**src/rtl/est_pkg.sv**
```systemverilog
package est_pkg;

    typedef enum logic [1:0] {
        QS_LOW,
        QS_RISE_CHK,
        QS_HIGH,
        QS_FALL_CHK
    } qual_state_t;

    typedef enum logic [1:0] {
        SEL_RISE     = 2'd0,
        SEL_FALL     = 2'd1,
        SEL_BOTH     = 2'd2,
        SEL_BOTH_ALT = 2'd3
    } edge_sel_t;

    localparam logic [2:0] A_CTRL     = 3'd0;
    localparam logic [2:0] A_INTERVAL = 3'd1;
    localparam logic [2:0] A_PRESCALE = 3'd2;
    localparam logic [2:0] A_MASK     = 3'd3;
    localparam logic [2:0] A_CLEAR    = 3'd4;
    localparam logic [2:0] A_CAPTURE  = 3'd5;
    localparam logic [2:0] A_LIVE     = 3'd6;
    localparam logic [2:0] A_STATUS   = 3'd7;

endpackage

```
**src/rtl/est_edge_qual.sv**
```systemverilog
module est_edge_qual
    import est_pkg::*;
#(
    parameter int SYNC_STAGES = 2
) (
    input  logic clk,
    input  logic rst_n,
    input  logic pin,
    output logic rise,
    output logic fall
);

    logic [SYNC_STAGES-1:0] chain;
    logic                   lvl;
    qual_state_t            state_q, state_d;

    generate
        if (SYNC_STAGES == 1) begin : g_one
            always_ff @(posedge clk or negedge rst_n) begin
                if (!rst_n) chain <= '0;
                else        chain <= pin;
            end
        end else begin : g_many
            always_ff @(posedge clk or negedge rst_n) begin
                if (!rst_n) chain <= '0;
                else        chain <= {chain[SYNC_STAGES-2:0], pin};
            end
        end
    endgenerate

    assign lvl = chain[SYNC_STAGES-1];

    always_ff @(posedge clk or negedge rst_n) begin
        if (!rst_n) state_q <= QS_LOW;
        else        state_q <= state_d;
    end

    always_comb begin
        state_d = state_q;
        unique case (state_q)
            QS_LOW:      if (lvl)  state_d = QS_RISE_CHK;
            QS_RISE_CHK: state_d = lvl ? QS_HIGH : QS_LOW;
            QS_HIGH:     if (!lvl) state_d = QS_FALL_CHK;
            QS_FALL_CHK: state_d = lvl ? QS_HIGH : QS_LOW;
            default:     state_d = QS_LOW;
        endcase
    end

    always_comb begin
        rise = 1'b0;
        fall = 1'b0;
        unique case (state_q)
            QS_RISE_CHK: rise = lvl;
            QS_FALL_CHK: fall = !lvl;
            default: ;
        endcase
    end

    AST_RISE_TWO_SAMPLES: assert property (@(posedge clk) disable iff (!rst_n)
        rise |-> (lvl && $past(lvl)));
    AST_FALL_TWO_SAMPLES: assert property (@(posedge clk) disable iff (!rst_n)
        fall |-> (!lvl && !$past(lvl)));
    AST_EDGE_EXCLUSIVE: assert property (@(posedge clk) disable iff (!rst_n)
        rise |=> !fall);

endmodule

```
**src/rtl/est_counter.sv**
```systemverilog
module est_counter #(
    parameter int CNT_W = 16,
    parameter int PRE_W = 8
) (
    input  logic                   clk,
    input  logic                   rst_n,
    input  logic                   run,
    input  logic                   load,
    input  logic [CNT_W+PRE_W-1:0] load_val,
    input  logic                   count_up,
    input  logic                   pre_en,
    input  logic [CNT_W+PRE_W-1:0] reload_val,
    output logic [CNT_W+PRE_W-1:0] value
);

    localparam int W = CNT_W + PRE_W;
    localparam logic [W-1:0] FULL_MASK   = {W{1'b1}};
    localparam logic [W-1:0] NARROW_MASK = {{PRE_W{1'b0}}, {CNT_W{1'b1}}};

    logic [W-1:0] mask;
    logic [W-1:0] cur;
    logic [W-1:0] next_val;

    assign mask = pre_en ? FULL_MASK : NARROW_MASK;
    assign cur  = value & mask;

    always_comb begin
        if (count_up)          next_val = (cur + 1'b1) & mask;
        else if (cur == '0)    next_val = reload_val;
        else                   next_val = cur - 1'b1;
    end

    always_ff @(posedge clk or negedge rst_n) begin
        if (!rst_n)    value <= '0;
        else if (load) value <= load_val;
        else if (run)  value <= next_val;
    end

    AST_CNT_FROZEN: assert property (@(posedge clk) disable iff (!rst_n)
        (!run && !load) |=> $stable(value));
    AST_CNT_NARROW: assert property (@(posedge clk) disable iff (!rst_n)
        (run && !load && !pre_en) |=> (value[W-1:CNT_W] == '0));
    AST_CNT_UP_WRAP: assert property (@(posedge clk) disable iff (!rst_n)
        (run && !load && count_up && value == mask) |=> (value == '0));
    AST_CNT_DN_RELOAD: assert property (@(posedge clk) disable iff (!rst_n)
        (run && !load && !count_up && cur == '0) |=> (value == $past(reload_val)));

endmodule

```
**src/rtl/est_event_status.sv**
```systemverilog
module est_event_status (
    input  logic clk,
    input  logic rst_n,
    input  logic cap,
    input  logic clr,
    input  logic mask,
    input  logic dma_en,
    output logic raw,
    output logic masked,
    output logic dma_trig
);

    always_ff @(posedge clk or negedge rst_n) begin
        if (!rst_n) begin
            raw      <= 1'b0;
            dma_trig <= 1'b0;
        end else begin
            if (cap)      raw <= 1'b1;
            else if (clr) raw <= 1'b0;
            dma_trig <= cap && dma_en;
        end
    end

    assign masked = raw && mask;

    AST_RAW_SET_WINS: assert property (@(posedge clk) disable iff (!rst_n)
        cap |=> raw);
    AST_RAW_STICKY: assert property (@(posedge clk) disable iff (!rst_n)
        (raw && !clr) |=> raw);
    AST_DMA_SOURCE: assert property (@(posedge clk) disable iff (!rst_n)
        dma_trig |-> $past(cap && dma_en));

endmodule

```
**src/rtl/edge_stamp_timer.sv**
```systemverilog
module edge_stamp_timer
    import est_pkg::*;
#(
    parameter int CNT_W       = 16,
    parameter int PRE_W       = 8,
    parameter int DATA_W      = 32,
    parameter int SYNC_STAGES = 2
) (
    input  logic              clk,
    input  logic              rst_n,
    input  logic              evt_in,
    input  logic              wr_en,
    input  logic [2:0]        wr_addr,
    input  logic [DATA_W-1:0] wr_data,
    input  logic [2:0]        rd_addr,
    output logic [DATA_W-1:0] rd_data,
    output logic              irq,
    output logic              dma_trig
);

    localparam int W = CNT_W + PRE_W;

    logic             run_q, up_q, pre_q, dma_en_q, mask_q;
    edge_sel_t        sel_q;
    logic [CNT_W-1:0] interval_q;
    logic [PRE_W-1:0] prescale_q;
    logic [W-1:0]     capture_q;
    logic [W-1:0]     live;
    logic [W-1:0]     reload_val, load_val;
    logic             load, clr, cap, rise, fall, raw, masked;
    logic             unused_hi;

    assign unused_hi = &{1'b0, wr_data[DATA_W-1:CNT_W]};

    assign load = wr_en && (wr_addr == A_CTRL) && wr_data[0] && !run_q;
    assign clr  = wr_en && (wr_addr == A_CLEAR) && wr_data[0];

    assign reload_val = pre_q ? {prescale_q, interval_q} : {{PRE_W{1'b0}}, interval_q};
    assign load_val   = wr_data[1] ? '0 :
                        (wr_data[2] ? {prescale_q, interval_q} : {{PRE_W{1'b0}}, interval_q});

    always_ff @(posedge clk or negedge rst_n) begin
        if (!rst_n) begin
            run_q      <= 1'b0;
            up_q       <= 1'b0;
            pre_q      <= 1'b0;
            sel_q      <= SEL_RISE;
            dma_en_q   <= 1'b0;
            mask_q     <= 1'b0;
            interval_q <= '0;
            prescale_q <= '0;
        end else if (wr_en) begin
            unique case (wr_addr)
                A_CTRL: begin
                    run_q    <= wr_data[0];
                    up_q     <= wr_data[1];
                    pre_q    <= wr_data[2];
                    sel_q    <= edge_sel_t'(wr_data[4:3]);
                    dma_en_q <= wr_data[5];
                end
                A_INTERVAL: interval_q <= wr_data[CNT_W-1:0];
                A_PRESCALE: prescale_q <= wr_data[PRE_W-1:0];
                A_MASK:     mask_q     <= wr_data[0];
                default: ;
            endcase
        end
    end

    est_edge_qual #(.SYNC_STAGES(SYNC_STAGES)) u_qual (
        .clk  (clk),
        .rst_n(rst_n),
        .pin  (evt_in),
        .rise (rise),
        .fall (fall)
    );

    always_comb begin
        unique case (sel_q)
            SEL_RISE: cap = run_q && rise;
            SEL_FALL: cap = run_q && fall;
            default:  cap = run_q && (rise || fall);
        endcase
    end

    est_counter #(.CNT_W(CNT_W), .PRE_W(PRE_W)) u_cnt (
        .clk       (clk),
        .rst_n     (rst_n),
        .run       (run_q),
        .load      (load),
        .load_val  (load_val),
        .count_up  (up_q),
        .pre_en    (pre_q),
        .reload_val(reload_val),
        .value     (live)
    );

    always_ff @(posedge clk or negedge rst_n) begin
        if (!rst_n)    capture_q <= '0;
        else if (load) capture_q <= load_val;
        else if (cap)  capture_q <= live;
    end

    est_event_status u_stat (
        .clk     (clk),
        .rst_n   (rst_n),
        .cap     (cap),
        .clr     (clr),
        .mask    (mask_q),
        .dma_en  (dma_en_q),
        .raw     (raw),
        .masked  (masked),
        .dma_trig(dma_trig)
    );

    assign irq = masked;

    always_comb begin
        rd_data = '0;
        unique case (rd_addr)
            A_CTRL:     rd_data[5:0] = {dma_en_q, sel_q, pre_q, up_q, run_q};
            A_INTERVAL: rd_data[CNT_W-1:0] = interval_q;
            A_PRESCALE: rd_data[PRE_W-1:0] = prescale_q;
            A_MASK:     rd_data[0] = mask_q;
            A_CAPTURE:  rd_data[W-1:0] = capture_q;
            A_LIVE:     rd_data[W-1:0] = live;
            A_STATUS:   rd_data[1:0] = {masked, raw};
            default: ;
        endcase
    end

    AST_CAPTURE_HOLD: assert property (@(posedge clk) disable iff (!rst_n)
        (!cap && !load) |=> $stable(capture_q));
    AST_IRQ_MASKED: assert property (@(posedge clk) disable iff (!rst_n)
        !mask_q |-> !irq);
    AST_NO_CAPTURE_STOPPED: assert property (@(posedge clk) disable iff (!rst_n)
        (!run_q && !load) |=> !$changed(capture_q));

endmodule

```
**config.mk**
```make
export PLATFORM = sky130hd
export DESIGN_NAME = edge_stamp_timer
export DESIGN_NICKNAME = d
export VERILOG_FILES = /design/src/rtl/est_pkg.sv /design/src/rtl/est_edge_qual.sv /design/src/rtl/est_counter.sv /design/src/rtl/est_event_status.sv /design/src/rtl/edge_stamp_timer.sv
export SDC_FILE = /design/constraint.sdc
export NUM_CORES = 1
export LEC_CHECK = 0
export ABC_CLOCK_PERIOD_IN_PS = 5100
export BUFFER_PORTS_ARGS = -buffer_cell sky130_fd_sc_hd__buf_2
export CORE_ASPECT_RATIO = 1.4
export CORE_MARGIN = 5
export CORE_UTILIZATION = 63
export CTS_CLUSTER_SIZE = 12
export DETAILED_ROUTE_END_ITERATION = 8
export GPL_TIMING_DRIVEN = 1
export PLACE_DENSITY = 0.86
export SYNTH_ARGS = -nofsm -noshare
export SYNTH_HDL_FRONTEND = slang
export SYNTH_SLANG_ARGS = --single-unit
export TNS_END_PERCENT = 20
```
**constraint.sdc**
```tcl
create_clock -name clk -period 5.1 [get_ports clk]
set_input_delay 0.765 -clock clk [delete_from_list [all_inputs] [get_ports clk]]
set_output_delay 0.765 -clock clk [all_outputs]
set_load 0.005 [all_outputs]
```
==> results <==
- The flow ran to the end, and the final reports show no timing, DRC or antenna violations.
- The number of clock buffers added by TritonCTS is 9.
- Summing all flip-flop and latch instances after layout gives 2130 µm².
- Summed over all instances, the cell type with the most area after synthesis is sky130_fd_sc_hd__dfrtp_1.
- The clock root buffer master is sky130_fd_sc_hd__clkbuf_16.
- The switching fraction of total power is 0.390.
- The post-layout minimum cycle time is 3.21 ns.
- The pin count of the biggest net entering global routing is 86.
- Yosys attributes the largest share of cell area to sky130_fd_sc_hd__dfrtp_1 (38%), sky130_fd_sc_hd__nand2_1 (6.7%), sky130_fd_sc_hd__mux2_2 (6.6%), sky130_fd_sc_hd__mux2i_1 (3.4%), sky130_fd_sc_hd__o21ai_0 (3.1%).
- The final weighted congestion of routability-driven global placement is 0.953.
- The setup slack of the worst register-to-register path is 1.89 ns.
- The logic gate share of total power is 0.319.
- The signal on the critical path passes through or4_4 > or4_1 > nor2_1 > nor2_1 > a221o_1.
- The startpoint identified for the worst hold timing path is u_qual.chain[0]$_DFF_PN0_.
- The number of antenna violations at the first check in global routing is 0.
- Setup repair after global routing left no endpoint under its margin.
- The number of hold-repair buffers added at the cts stage is 0.
- The die area is 11,000 µm².
- Counting cells, the worst reg-to-reg path comes to 5.
- The endpoint of the most critical register-to-register path is u_cnt.value[19]$_DFFE_PN0P_.
- The proportion of synthesized flip-flops having asynchronous set or reset is 1.00.
- sky130_fd_sc_hd__nand2_1 is the most common cell in the netlist.
- The worst hold path belongs to the class reg -> reg.
- Setup slack on the critical path of the routed design comes to 1.89 ns.
- The synthesized area per cell is 8.73 µm².
- The most frequently used flop master after synthesis is sky130_fd_sc_hd__dfrtp_1.
- The hold violation count in the final report is 0.
- The analysis attributes to cell leakage a power of 0.00265 µW.
- Counting instances in the post-synthesis netlist gives the leading cell types as sky130_fd_sc_hd__nand2_1 (100), sky130_fd_sc_hd__dfrtp_1 (85), sky130_fd_sc_hd__clkbuf_1 (39).
- The number of pins exceeding their max-slew limit in the final report is 0.
- The critical register-to-register path startpoint is u_cnt.value[12]$_DFFE_PN0P_.
- The total standard cell area after synthesis is 5630 µm².
- The register clock-pin slew on the reported worst setup and hold paths is 0.06 ns.
- The share of synthesized area in the top cell type comes to 0.378.
- For the pin with the worst max-slew slack, the measured transition is 1.08 ns.
- The gate count of the mapped netlist is 645.
- After detailed routing, the number of remaining DRC violations is 0.
- The number of antenna cells inserted is 0.
- In this run, the number of DRC markers left after iteration 0 of detailed routing was 587.
- By instance count, the cell type seen most on the critical path is sky130_fd_sc_hd__nor2_1.
- The peak fanout along the critical path is 14.
- For this run, the slowest stage of the critical path takes 0.71 ns.
- The worst-skew pair later-pin latency is 0.34 ns.
- For the worst setup path, the data required time is 5.33 ns.
- The total overflow left after global routing is 0.
- The post-route worst hold slack is 0.361 ns.
- The final standard cell utilization of the core is 0.715.
- The number of unique standard cell types used by synthesis is 66.
- Pin placement for this block handled 76 I/O pins.
- The starting utilization of the core area is 0.650.
- The die is 122 µm tall.
- The area occupied by multi-input gates is 3210 µm².
- The cell with the largest stage delay on the worst path is sky130_fd_sc_hd__nor2_1.
- The number of warnings issued by yosys is 0.
- Once detail routing completed, the nets flagged for antenna violations numbered 0.
- The timing-limited maximum frequency is 0.312 GHz.
- VDD sags by at most 367 µV.
- The synthesized design contains 0 enable-type register cells.
- STA classifies the critical path endpoint as a flop.
- The kind of launch point of the worst setup path is a flop.
- Of the available clock period, the critical path in the final layout requires 0.629.
- The cell row count is 40.
- In the global route stage, overall resource usage came out at 0.317.
- The fill cell instance count of the final layout is 648.
- The worst hold path terminates at u_qual.chain[1]$_DFF_PN0_.
- The share of total power dissipated in the clock network is 0.259.
- The net total in the final layout is 707.
- In the final layout, the share of cells above drive strength 1 is 0.189.
- The sum of negative setup slack is 0 ns.
- The per-cell via count in the routed design is 7.06.
- The die is 89.9 µm wide.
- The total number of vias is 5,453.
- In this run the tool buffered the top-level ports with 51 buffer cells.
- The post-placement worst setup slack is 2.00 ns.
- The worst slew margin relative to its limit is 0.281.
- The critical path is of the reg -> reg type.
- The total wire length after detailed routing is 17,100 µm.
- In this run the power spent charging and discharging nets is 1150 µW.
- The clock tree from TritonCTS is yes.
- Setup violations remaining at the end of the flow were counted as 0.
- The via count of the first global-routing pass is 5,386.
- The clock passes through at most 2 buffers.
- The sequential share of power is 0.422.
- The TritonCTS sink count is 85.
- The HPWL after detailed placement is 11,700 µm.
- The first global-routing pass estimated 28,000 µm of wire.
- The worst clock skew is 0.00607 ns.
- Across the run, the number of max-cap violations was 0.
- The power per standard cell area is 477 nW/µm².
- In this run, post-CTS repair resized a total of 0 instances.
- After detailed routing, the average wire length per cell comes to 22.1 µm.
- The number of instances in the placed design is 756.
- The share of the Yosys chip area taken by registers is 0.378.
- The number of cells traversed by the worst hold path is 0.
- The core region is 8660 µm².
- The number of detailed-route iterations in the first pass is 5.
- The internal power contribution is 1800 µW.
- The relative area change from synthesis to final layout is 9.91%.
- In this run, synthesis produced a sequential element count of 85.
- The finished layout holds 772 standard cells, fillers aside.
- The post-CTS repair timing setup buffer count is 0.
- Data arrives at the worst endpoint at 3.43 ns.
- The number of levels the H-tree was split into is 3.
[placed cells by master (no fill, tap or decap), drive strengths merged, types with 11 or more instances in the layout]
cell,n
nand2,100
a21oi,32
nor3,12
nor2b,16
nand4,16
nor2,31
inv,11
o21ai,36
mux2i,19
a22o,15
buf,60
a31oi,15
clkbuf,11
dfrtp,85
a22oi,21
mux2,33
nand3,20
[worst max-delay path: cells and delay by family (launching register included)]
family | cells | cell delay (ns)
flops | 1 | 0.54
compound gates | 1 | 0.40
simple gates | 4 | 2.15
[power by group through the flow]
stage / combinational (µW) / clock (µW) / sequential (µW)
2_1_floorplan: 854 / 0 / 1020
3_3_place_gp: 884 / 0 / 1220
3_5_place_dp: 918 / 0 / 1230
4_1_cts: 932 / 771 / 1220
5_1_grt: 1040 / 803 / 1280
6_report: 941 / 765 / 1240
[registers in the layout, indices dropped and copies added (netlist names), 2 cells and up, named ones only]
register / count
interval_q: 16
u_qual.chain: 2
capture_q: 24
prescale_q: 8
sel_q: 2
u_cnt.value: 24
[per-stage QoR]
step                power (µW)  instance area [µm²]
global route              3120                 6190
global placement          2100                 5840
finish                    2950                 6190
CTS                       2930                 6190
floorplan                 1870                 5660
detailed placement        2150                 5840
[layer usage]
| layer | global-route usage | wire, µm | vias up |
|---|---|---|---|
| li1 | - | - | 2395 |
| met1 | 0.382 | 6370 | 2655 |
| met2 | 0.536 | 8480 | 339 |
| met3 | 0.0729 | 1550 | 64 |
| met4 | 0.148 | 679 | 0 |
| met5 | 0 | 0 | - |
[layout make-up]
class / instances / share of cell area
clock inverters: 5 / 0.0174
multi-input cells: 494 / 0.519
well taps: 105 / 0.0212
repair buffers: 60 / 0.0526
clock buffers: 11 / 0.0392
inverters: 12 / 0.00728
flip-flops and latches: 85 / 0.344
[how the worst max path moves through the flow]
| stage | from | endpoint | slack [ns] | cells past startpoint |
|---|---|---|---|---|
| 5_1_grt | u_cnt.value[4]$_DFFE_PN0P_ | u_cnt.value[19]$_DFFE_PN0P_ | 1.71 | 5 |
| 3_5_place_dp | u_cnt.value[13]$_DFFE_PN0P_ | u_cnt.value[19]$_DFFE_PN0P_ | 2.00 | 5 |
| 4_1_cts | u_cnt.value[13]$_DFFE_PN0P_ | u_cnt.value[19]$_DFFE_PN0P_ | 1.95 | 5 |
| 2_1_floorplan | rd_addr[0] | rd_data[15] | 2.44 | 6 |
| 6_report | u_cnt.value[12]$_DFFE_PN0P_ | u_cnt.value[19]$_DFFE_PN0P_ | 1.89 | 5 |
| 3_3_place_gp | rd_addr[2] | rd_data[0] | 2.00 | 4 |
[cells by family (layout without fill, tap and decap cells)]
logic type,after synthesis,in the layout,share of synthesized area
simple gates,235,235,0.208
other cells,1,8,0.000666
xor+xnor,19,19,0.0296
fa+ha+maj,3,3,0.00667
mux,53,53,0.104
compound gates,176,176,0.215
flops,85,85,0.378
buf+inv,73,88,0.0580
No activity file was read; power rests on OpenSTA's default activity.
